<file path="src/rtl/sqe_jab_pkg.sv">
package sqe_jab_pkg;

    // Phases of the post-frame test pulse generator
    typedef enum logic [1:0] {
        PG_IDLE = 2'd0,
        PG_WAIT = 2'd1,
        PG_FIRE = 2'd2
    } pg_state_e;

    // Supervisory outputs grouped as one word
    typedef struct packed {
        logic locked;
        logic sqe;
    } sup_state_t;

    // Clock cycles for a duration in milliseconds at a rate given in kHz
    function automatic int unsigned ms_to_cycles(int unsigned khz, int unsigned ms);
        return khz * ms;
    endfunction

    // Bits needed to hold values 0..lim
    function automatic int unsigned cnt_width(int unsigned lim);
        return (lim < 1) ? 1 : $clog2(lim + 1);
    endfunction

endpackage

</file>
<file path="src/rtl/sqe_run_timer.sv">
module sqe_run_timer #(
    parameter int unsigned LIMIT = 20
) (
    input  logic clk,
    input  logic rst,
    input  logic level_i,
    output logic over_o
);
    localparam int unsigned W = sqe_jab_pkg::cnt_width(LIMIT);
    localparam logic [W-1:0] LIM = W'(LIMIT);

    logic [W-1:0] run_q;

    // Consecutive samples of level_i, saturating at LIMIT
    always_ff @(posedge clk) begin
        if (rst) begin
            run_q <= '0;
        end else if (!level_i) begin
            run_q <= '0;
        end else if (run_q != LIM) begin
            run_q <= run_q + 1'b1;
        end
    end

    // The current sample is the (LIMIT+1)-th consecutive one or later
    assign over_o = level_i && (run_q == LIM);

    // counter never passes its limit
    p_run_bound_r3: assert property (@(posedge clk) disable iff (rst)
        run_q <= LIM);

    // a broken run always restarts the count from zero
    p_run_restart_r6: assert property (@(posedge clk) disable iff (rst)
        !level_i |=> (run_q == '0));

endmodule

</file>
<file path="src/rtl/sqe_pulse_gen.sv">
module sqe_pulse_gen #(
    parameter int unsigned GAP = 4,
    parameter int unsigned LEN = 4
) (
    input  logic clk,
    input  logic rst,
    input  logic start_i,
    input  logic kill_i,
    output logic pulse_o
);
    import sqe_jab_pkg::*;

    localparam int unsigned MAXC = (GAP > LEN) ? GAP : LEN;
    localparam int unsigned CW   = cnt_width(MAXC);
    localparam logic [CW-1:0] GAP_END = CW'(GAP - 1);
    localparam logic [CW-1:0] LEN_END = CW'(LEN - 1);

    pg_state_e    st_q;
    logic [CW-1:0] cnt_q;

    // Priority: kill, then start (restarts timing), then progression
    always_ff @(posedge clk) begin
        if (rst) begin
            st_q  <= PG_IDLE;
            cnt_q <= '0;
        end else if (kill_i) begin
            st_q  <= PG_IDLE;
            cnt_q <= '0;
        end else if (start_i) begin
            st_q  <= PG_WAIT;
            cnt_q <= '0;
        end else begin
            unique case (st_q)
                PG_WAIT: begin
                    if (cnt_q == GAP_END) begin
                        st_q  <= PG_FIRE;
                        cnt_q <= '0;
                    end else begin
                        cnt_q <= cnt_q + 1'b1;
                    end
                end
                PG_FIRE: begin
                    if (cnt_q == LEN_END) begin
                        st_q  <= PG_IDLE;
                        cnt_q <= '0;
                    end else begin
                        cnt_q <= cnt_q + 1'b1;
                    end
                end
                default: begin
                    st_q  <= PG_IDLE;
                    cnt_q <= '0;
                end
            endcase
        end
    end

    assign pulse_o = (st_q == PG_FIRE);

    // the pulse follows the end of the gap
    p_gap_then_fire_r2: assert property (@(posedge clk) disable iff (rst)
        (st_q == PG_WAIT && cnt_q == GAP_END && !kill_i && !start_i) |=> pulse_o);

    // the pulse ends after its length
    p_fire_ends_r2: assert property (@(posedge clk) disable iff (rst)
        (st_q == PG_FIRE && cnt_q == LEN_END && !kill_i && !start_i) |=> !pulse_o);

    // a kill clears any pending or active pulse
    p_kill_clears_r7: assert property (@(posedge clk) disable iff (rst)
        kill_i |=> (st_q == PG_IDLE));

endmodule

</file>
<file path="src/rtl/sqe_jabber_ctl.sv">
module sqe_jabber_ctl #(
    parameter int unsigned CLK_KHZ  = 20000,
    parameter int unsigned TRIP_MS  = 20,
    parameter int unsigned QUIET_MS = 250,
    parameter int unsigned SQE_GAP  = 10,
    parameter int unsigned SQE_LEN  = 10
) (
    input  logic clk,
    input  logic rst,
    input  logic tx_en_i,
    output logic col_o,
    output logic xmit_ok_o
);
    import sqe_jab_pkg::*;

    localparam int unsigned TRIP_CYC  = ms_to_cycles(CLK_KHZ, TRIP_MS);
    localparam int unsigned QUIET_CYC = ms_to_cycles(CLK_KHZ, QUIET_MS);

    logic       tx_prev_q;
    logic       fall;
    logic       hi_over;
    logic       lo_over;
    logic       locked_q;
    logic       sqe_start;
    sup_state_t sup;

    always_ff @(posedge clk) begin
        if (rst) tx_prev_q <= 1'b0;
        else     tx_prev_q <= tx_en_i;
    end

    assign fall = tx_prev_q && !tx_en_i;

    sqe_run_timer #(.LIMIT(TRIP_CYC)) u_hi_run (
        .clk     (clk),
        .rst     (rst),
        .level_i (tx_en_i),
        .over_o  (hi_over)
    );

    sqe_run_timer #(.LIMIT(QUIET_CYC)) u_lo_run (
        .clk     (clk),
        .rst     (rst),
        .level_i (!tx_en_i),
        .over_o  (lo_over)
    );

    // Lockout state: set by an over-long frame, cleared by a full quiet period
    always_ff @(posedge clk) begin
        if (rst) begin
            locked_q <= 1'b0;
        end else if (!locked_q && hi_over) begin
            locked_q <= 1'b1;
        end else if (locked_q && lo_over) begin
            locked_q <= 1'b0;
        end
    end

    assign sqe_start = fall && !locked_q;

    sqe_pulse_gen #(.GAP(SQE_GAP), .LEN(SQE_LEN)) u_pulse (
        .clk     (clk),
        .rst     (rst),
        .start_i (sqe_start),
        .kill_i  (locked_q),
        .pulse_o (sup.sqe)
    );

    assign sup.locked = locked_q;
    assign col_o      = sup.locked | sup.sqe;
    assign xmit_ok_o  = !sup.locked;

    // lockout always shows as collision
    p_lock_col_r4: assert property (@(posedge clk) disable iff (rst)
        !xmit_ok_o |-> col_o);

    // an over-long run trips the lockout on the next cycle
    p_trip_r3: assert property (@(posedge clk) disable iff (rst)
        (xmit_ok_o && hi_over) |=> !xmit_ok_o);

    // a high enable never releases the lockout
    p_hold_high_r6: assert property (@(posedge clk) disable iff (rst)
        (!xmit_ok_o && tx_en_i) |=> !xmit_ok_o);

    // release brings both outputs to idle, with no stale pulse
    p_release_r5: assert property (@(posedge clk) disable iff (rst)
        (!xmit_ok_o && lo_over) |=> (xmit_ok_o && !col_o));

endmodule

</file>
<file path="config.mk">
export PLATFORM = sky130hd
export DESIGN_NAME = sqe_jabber_ctl
export DESIGN_NICKNAME = d
export VERILOG_FILES = /design/src/rtl/sqe_jab_pkg.sv /design/src/rtl/sqe_run_timer.sv /design/src/rtl/sqe_pulse_gen.sv /design/src/rtl/sqe_jabber_ctl.sv
export SDC_FILE = /design/constraint.sdc
export NUM_CORES = 1
export LEC_CHECK = 0
export BUFFER_PORTS_ARGS = -buffer_cell sky130_fd_sc_hd__buf_2
export CAP_MARGIN = 20
export CORE_MARGIN = 2
export CORE_UTILIZATION = 60
export CTS_BUF_LIST = sky130_fd_sc_hd__clkbuf_8
export DETAILED_ROUTE_END_ITERATION = 10
export MAX_ROUTING_LAYER = met4
export PLACE_DENSITY = 0.77
export SLEW_MARGIN = 20
export SYNTH_ARGS = -nofsm -noshare
export SYNTH_HDL_FRONTEND = slang
export SYNTH_HIERARCHICAL = 1
export SYNTH_SLANG_ARGS = --single-unit
</file>
<file path="constraint.sdc">
create_clock -name clk -period 3.8 [get_ports clk]
set_clock_uncertainty 0.15 [all_clocks]
set_input_delay 0.76 -clock clk [delete_from_list [all_inputs] [get_ports clk]]
set_output_delay 0.76 -clock clk [all_outputs]
set_load 0.01 [all_outputs]
</file>
==> results of run 1 <==
## cell type report
| cell class | count | area share |
|---|---|---|
| multi-input cells | 213 | 0.528 |
| flip-flops and latches | 50 | 0.382 |
| clock buffers | 6 | 0.0315 |
| repair buffers | 4 | 0.00763 |
| inverters | 17 | 0.0243 |
| clock inverters | 2 | 0.00334 |
| well taps | 50 | 0.0239 |
## worst reg2reg max path, cell delays in order (launching register included)
cell and delay [ns]:
dfxtp_1 0.46, ha_1 0.29, nand3_1 0.21, nor4_1 0.71
nand4_1 0.20, mux2i_1 0.15
## report_power, final
part | internal (uW) | switching (uW)
clock | 144 | 169
sequential | 526 | 4.44
combinational | 8.07 | 17.0
## metrics by stage
| step | hold slack (ns) | util |
|---|---|---|
| after global routing | 0.342 | 0.656 |
| after global placement | 0.298 | 0.633 |
| final | 0.317 | 0.656 |
| after detailed placement | 0.311 | 0.633 |
| after CTS | 0.325 | 0.656 |
| after floorplan | 0.283 | - |
## routing by layer
| layer | up-vias | routed length (um) |
|---|---|---|
| li1 | 1022 | - |
| met3 | 7 | 79 |
| met2 | 16 | 2020 |
| met1 | 935 | 2160 |
| met5 | - | 0 |
| met4 | 0 | 85 |
## sequential cells by signal, summed over array words and instances (netlist names)
name / count
u_lo_run/run_q: 23
locked_q: 1
tx_prev_q: 1
u_pulse/st_q: 2
u_pulse/cnt_q: 4
u_hi_run/run_q: 19
## cells by family (layout without fill, tap and decap cells)
group / Yosys count / count (layout) / share of synthesized area
mux: 6 / 6 / 0.0241
buf+inv: 25 / 29 / 0.0427
simple gates: 145 / 145 / 0.323
compound gates: 29 / 29 / 0.0784
fa+ha+maj: 9 / 9 / 0.0452
xor+xnor: 24 / 24 / 0.0844
flops: 50 / 50 / 0.402
## how the worst max path moves through the flow
| stage | from | to | slack, ns | depth (start not counted) |
|---|---|---|---|---|
| final | u_lo_run/run_q[1] | u_lo_run/run_q[22] | 1.52 | 5 |
| after global routing | u_lo_run/run_q[0] | u_lo_run/run_q[22] | 1.33 | 5 |
| after floorplan | tx_en_i | u_pulse/cnt_q[2] | 1.76 | 5 |
| after global placement | rst | u_lo_run/run_q[16] | 1.51 | 4 |
| after detailed placement | rst | u_lo_run/run_q[16] | 1.45 | 4 |
| after CTS | u_lo_run/run_q[0] | u_lo_run/run_q[22] | 1.53 | 5 |
## cell usage after synthesis, types with 2 or more instances
cell	count	share of area
dfxtp_1	50	0.40
nor2_1	36	0.054
nand2_1	28	0.042
inv_1	17	0.026
nand3_1	15	0.030
xnor2_1	15	0.053
nor3_1	10	0.020
ha_1	9	0.045
nand4_1	9	0.023
xor2_1	9	0.032
a21oi_1	8	0.016
nor4_1	7	0.018
or4_1	7	0.021
mux2i_1	6	0.024
clkbuf_1	5	0.0075
nor4b_1	5	0.018
o21ai_0	4	0.0080
or3_1	4	0.010
and3_1	3	0.0075
and4_1	3	0.011
o211ai_1	3	0.0090
a211oi_1	2	0.0060
a31o_2	2	0.0070
a31oi_1	2	0.0050
a41o_1	2	0.0080
and2_1	2	0.0050
nand2b_1	2	0.0050
nor2b_1	2	0.0050
o2111ai_1	2	0.0070
o31ai_1	2	0.0060
==> key figures, run 1 <==
Outcome
  – Status: finished clean

Worst setup path
  – R2R Setup Slk: around 1.5 ns
  – WS Path Type: flop to flop
  – Worst path slowest cell: nor4_1
  – Buf/Inv on CP: 0
  – R2R Path End: u_lo_run/run_q[22]
  – Worst-path fanout max: 7
  – Critical Path Max Stage Delay: about 0.71 ns
  – Startpoint Class: flop
  – Req. time, crit path: 3.85 ns
  – Worst endpoint data arrival time: ~2.3 ns
  – Critical path's top delay family: simple AND/OR/NAND/NOR gates
  – Worst r2r src: u_lo_run/run_q[1]
  – Crit end category: flop
  – Worst-path cell chain: ha_1, nand3_1, nor4_1, nand4_1, mux2i_1
  – Worst R2R Path Depth: 5

Worst hold path
  – Worst hold endpoint: u_lo_run/run_q[22]
  – Worst min path class: flop to flop
  – Hold path depth: 2
  – HP Start: u_lo_run/run_q[22]

Die
  – Row cnt: 23
  – Core ar.: 4000 um^2
  – Initial Util: 0.623
  – Width of the die: a little under 70 um
  – Chip Height: about 70 um
  – IO Pins: 5
  – Area of the die: between 4000 and 5000 um^2

Timing
  – Slew @ Worst Pin: approximately 0.85 ns
  – Setup violators final: 0
  – Max Fclk: ~0.44 GHz
  – Final Cycle Share: 0.601
  – Fin. Hold Viols: 0
  – Fin worst setup slack: ~1.5 ns
  – Final Max Tran Viols: 0
  – Sum Neg Setup Slack: 0 ns
  – Tmin final: ~2.3 ns
  – Unrepaired setup endpoints after global routing: no
  – Relative slew margins: 0.435

Placed design
  – Dpl hpwl: roughly 3000 um
  – Pre-CTS setup slack: between 1 and 1.5 ns
  – Inst Count DP: 334
  – Gpl congestion: roughly 0.79
  – Area after DPL: 2530 um^2
  – Port Buf Inserts: 4

Final layout
  – Layout area overhead: 5.27%
  – Post-Layout Cell Count: 342
  – Ant diodes: 0
  – Fillers: approximately 360
  – Multi-input gate area: 1380 um^2
  – Commonest non-fill, non-tap cell in the layout: dfxtp_1
  – Share of cells above drive strength 1: 0.0753
  – FF/Latch Area: between 1000 and 1500 um^2
  – Fin area: around 2600 um^2
  – Layout Nets: around 300
  – Most frequent cells in the layout: dfxtp_1 (50), nor2_1 (36), nand2_1 (28), inv_1 (18)

Synth
  – Synthesis-stage register bit count: 50
  – Post-synthesis sequential area ratio: 0.402
  – Mean post-synth cell area: ~8.6 um^2
  – Synth warnings: 6
  – Synth cell types: 47
  – Post-synth EDFFs: 0
  – Asr flop ratio synth: 0
  – Mapped Area: around 2500 um^2
  – Synth Instances: roughly 290
  – Syn Nets: 300
  – Dominant synthesized flop cell: dfxtp_1

Clocking
  – Post-CTS setup repair buffer count: 0
  – H-tree depth: 2
  – PostCTS Resize Cnt: 0
  – Clk pin slew, worst setup/hold paths: ~0.09 ns
  – Sink Count: 50
  – Clk root buf: clkbuf_8
  – CTS buffer count: 5
  – Clk_lat worst skew: a little over 0.3 ns
  – Cts hold-fix bufs: 0
  – CTS tree: built
  – Clk buf depth: 2

GRT
  – Total global routing overflow: 0
  – Vias in the first global route: 1781
  – First-pass GRT wire length: 7630 um
  – Met3 Use GR: 0.0395
  – GR Util All Layers: 0.224
  – Pin count of the biggest net entering global routing: 20
  – Gr busiest metal: met2
  – Met2 GRT Util: 0.359
  – Antenna violations before repair: 0
  – Grt met1 use: 0.273

Pwr
  – Total power after layout: just under 900 uW
  – Max IR drop VDD: between 0.2 and 0.3 mV
  – PD cells: 332 nW/um^2
  – LEAKAGE: a little under 0.0009 uW

Flow run
  – # Max-Cap Violations: 0

Detailed routing
  – Routed wire per std cell: about 13 um
  – Vias post-DR: between 1.5k and 2k
  – DRC viols: 0
  – Routed Antenna Nets: 0
  – DRT Pass-1 Iters: 4
  – Vias per inst: between 5 and 6
  – DRT iter0 DRCs: 88
  – Total Wirelength: between 4000 and 5000 um
No activity file was read; power rests on OpenSTA's default activity.
==> run 2, diff against run 1 <==
--- a/config.mk
+++ b/config.mk
@@ -5,6 +5,7 @@
 export SDC_FILE = /design/constraint.sdc
 export NUM_CORES = 1
 export LEC_CHECK = 0
+export ABC_AREA = 1
 export BUFFER_PORTS_ARGS = -buffer_cell sky130_fd_sc_hd__buf_2
 export CAP_MARGIN = 20
 export CORE_MARGIN = 2
==> constraint.sdc (replaced) <==
create_clock -name clk -period 2.35 [get_ports clk]
set_clock_uncertainty 0.15 [all_clocks]
set_input_delay 0.47 -clock clk [delete_from_list [all_inputs] [get_ports clk]]
set_output_delay 0.47 -clock clk [all_outputs]
set_load 0.01 [all_outputs]
==> run 2 against run 1 <==
Effect of this change:
- sequential cell count unchanged
- die area up 15%
- worst hold slack worse by 0.070 ns
- power up 74%
- global-route usage up 1.2 points
- routed wire length up 28%
- sequential share of layout area down 5.8 points
==> key figures, run 2 <==
Outcome
  – Status: finished clean

Worst hold path
  – Worst hold endpoint: tx_prev_q
  – HP Start: rst
  – Hold path depth: 2
  – Worst min path class: primary input to flop

Timing
  – Tmin final: 1.89 ns
  – Final Cycle Share: 0.805
  – Sum Neg Setup Slack: 0 ns
  – Setup violators final: 0
  – Unrepaired setup endpoints after global routing: no
  – Final Max Tran Viols: 0
  – Relative slew margins: 0.809
  – Fin. Hold Viols: 0
  – Max Fclk: around 0.53 GHz
  – Slew @ Worst Pin: between 0.2 and 0.3 ns

Detailed routing
  – DRC viols: 0
  – DRT iter0 DRCs: around 130
  – Routed Antenna Nets: 0
  – Routed wire per std cell: around 11 um
  – DRT Pass-1 Iters: 4
  – Vias per inst: approximately 5
  – Vias post-DR: 2525
  – Total Wirelength: about 5500 um

Final layout
  – Share of cells above drive strength 1: 0.113
  – Multi-input gate area: ~1600 um^2
  – Commonest non-fill, non-tap cell in the layout: nand2_1
  – Layout Nets: approximately 450
  – Number of flip-flops in the largest register: 23
  – FF/Latch Area: between 1000 and 1500 um^2
  – Post-Layout Cell Count: slightly below 500
  – Largest register by flop count: u_lo_run/run_q
  – Fillers: between 400 and 500
  – Top Registers: u_lo_run/run_q x23, u_hi_run/run_q x19, u_pulse/cnt_q x4
  – Layout area overhead: 6.97%
  – Ant diodes: 0
  – Most frequent cells in the layout: nand2_1 (94), nor2_1 (73), inv_1 (54), dfxtp_1 (50), a21oi_1 (33)

Worst setup path
  – R2R Setup Slk: about 0.75 ns
  – Startpoint Class: flop
  – R2R Path End: u_lo_run/run_q[20]
  – Worst-path cell chain: inv_1, ha_1, or2_1, buf_2
  – Crit end category: primary output
  – WS Path Type: flop to primary output
  – Req. time, crit path: 1.73 ns
  – Worst r2r src: u_lo_run/run_q[1]
  – Worst R2R Path Depth: 8
  – Worst path slowest cell: dfxtp_1
  – Worst endpoint data arrival time: about 1.3 ns
  – Worst-path fanout max: 3
  – Critical Path Max Stage Delay: 0.37 ns

GRT
  – Total global routing overflow: 0
  – Pin count of the biggest net entering global routing: 17
  – First-pass GRT wire length: 9860 um
  – GR Util All Layers: 0.237
  – Vias in the first global route: approximately 2.4k
  – Antenna violations before repair: 0

Synth
  – Mean post-synth cell area: 6.72 um^2
  – Synth Instances: 430
  – Post-synthesis sequential area ratio: 0.346
  – Cell with the most instances after synthesis: nand2_1
  – Synth warnings: 6
  – Area fraction of the dominant cell type after synthesis: 0.346
  – Synthesis-stage register bit count: 50
  – Top post-synthesis cells by count: nand2_1 (94), nor2_1 (73), inv_1 (54)
  – Synth area leaders: dfxtp_1 (35%), nand2_1 (12%), nor2_1 (9.5%), inv_1 (7.0%), a21oi_1 (5.7%)
  – Dominant synthesized flop cell: dfxtp_1
  – Synth cell types: 34
  – Mapped Area: a little under 3000 um^2
  – Asr flop ratio synth: 0
  – Area leader, netlist: dfxtp_1
  – Syn Nets: between 400 and 500
  – Post-synth EDFFs: 0

Die
  – Row cnt: 25
  – Initial Util: 0.616
  – Width of the die: between 70 and 80 um
  – Area of the die: ~5400 um^2
  – Chip Height: roughly 73 um
  – Core ar.: around 4700 um^2
  – IO Pins: 5

Placed design
  – Port Buf Inserts: 4
  – Dpl hpwl: about 4400 um
  – Gpl congestion: 0.942
  – Inst Count DP: 487

Flow run
  – # Max-Cap Violations: 0

Clocking
  – PostCTS Resize Cnt: 0
  – CTS tree: built
  – Cts hold-fix bufs: 0
  – Clk_lat worst skew: 0.31 ns
  – Post-CTS setup repair buffer count: 0
  – Sink Count: 50
  – Clk root buf: clkbuf_8
  – H-tree depth: 2
  – CTS buffer count: 5
  – Clk pin slew, worst setup/hold paths: approximately 0.09 ns
  – Clk buf depth: 2

Pwr
  – Total power after layout: 1510 uW
  – Max IR drop VDD: between 0.3 and 0.4 mV
  – PD cells: a little under 500 nW/um^2
  – LEAKAGE: approximately 0.0011 uW
==> run 2: power breakdown <==
part	internal (uW)	switching [uW]
sequential	851	3.77
clock	317	288
combinational	18.4	34.9
total	1190	327
==> run 2: cells by family (layout without fill, tap and decap cells) <==
family,Yosys count,count (layout),share of synthesized area
AND/OR/NAND/NOR,248,248,0.415
buffers and inverters,62,73,0.0835
AO/OA/AOI/OAI,56,56,0.101
flip-flops,50,50,0.346
adder cells (fa/ha/maj),9,9,0.0390
XOR/XNOR,5,5,0.0152
==> run 2: metal layers <==
metal | track usage | share of wire | up-vias
li1 | - | - | 1382
met1 | 0.269 | 0.47 | 1113
met2 | 0.420 | 0.50 | 21
met3 | 0.0412 | 0.017 | 9
met4 | 0.0747 | 0.016 | 0
met5 | - | 0 | -
==> run 2: critical path, delay by kind of cell (launching register included) <==
family                     cells  cell delay (ns)
DFF                            1             0.37
buffers and inverters          2             0.21
and+or+nand+nor                1             0.20
adders and majority gates      1             0.18
==> run 2: worst max-delay path by stage <==
stage,endpoint,cells past startpoint,from
finish,col_o,4,u_pulse/st_q[0]
global route,col_o,4,u_pulse/st_q[0]
CTS,col_o,4,u_pulse/st_q[0]
detailed placement,u_lo_run/run_q[3],8,tx_en_i
global placement,u_lo_run/run_q[3],8,tx_en_i
floorplan,u_lo_run/run_q[20],8,u_lo_run/run_q[1]
==> run 2: metrics by stage <==
| step | hold slack, ns | worst slack [ns] | util | cell area (um^2) |
|---|---|---|---|---|
| 4_1_cts | 0.235 | 0.435 | 0.659 | 3090 |
| 6_report | 0.247 | 0.458 | 0.659 | 3090 |
| 3_5_place_dp | 0.318 | 0.696 | 0.635 | 2980 |
| 2_1_floorplan | 0.283 | 0.897 | - | 2890 |
| 3_3_place_gp | 0.299 | 0.720 | 0.635 | 2980 |
| 5_1_grt | 0.251 | 0.382 | 0.659 | 3090 |
==> run 2: area by class of cell <==
cell class | count | share of cell area
Timing Repair Buffer | 6 | 0.0113
Sequential cell | 50 | 0.324
Clock buffer | 5 | 0.0223
Multi-Input combinational cell | 318 | 0.533
Tap cell | 54 | 0.0219
Inverter | 59 | 0.0732
Clock inverter | 3 | 0.0146
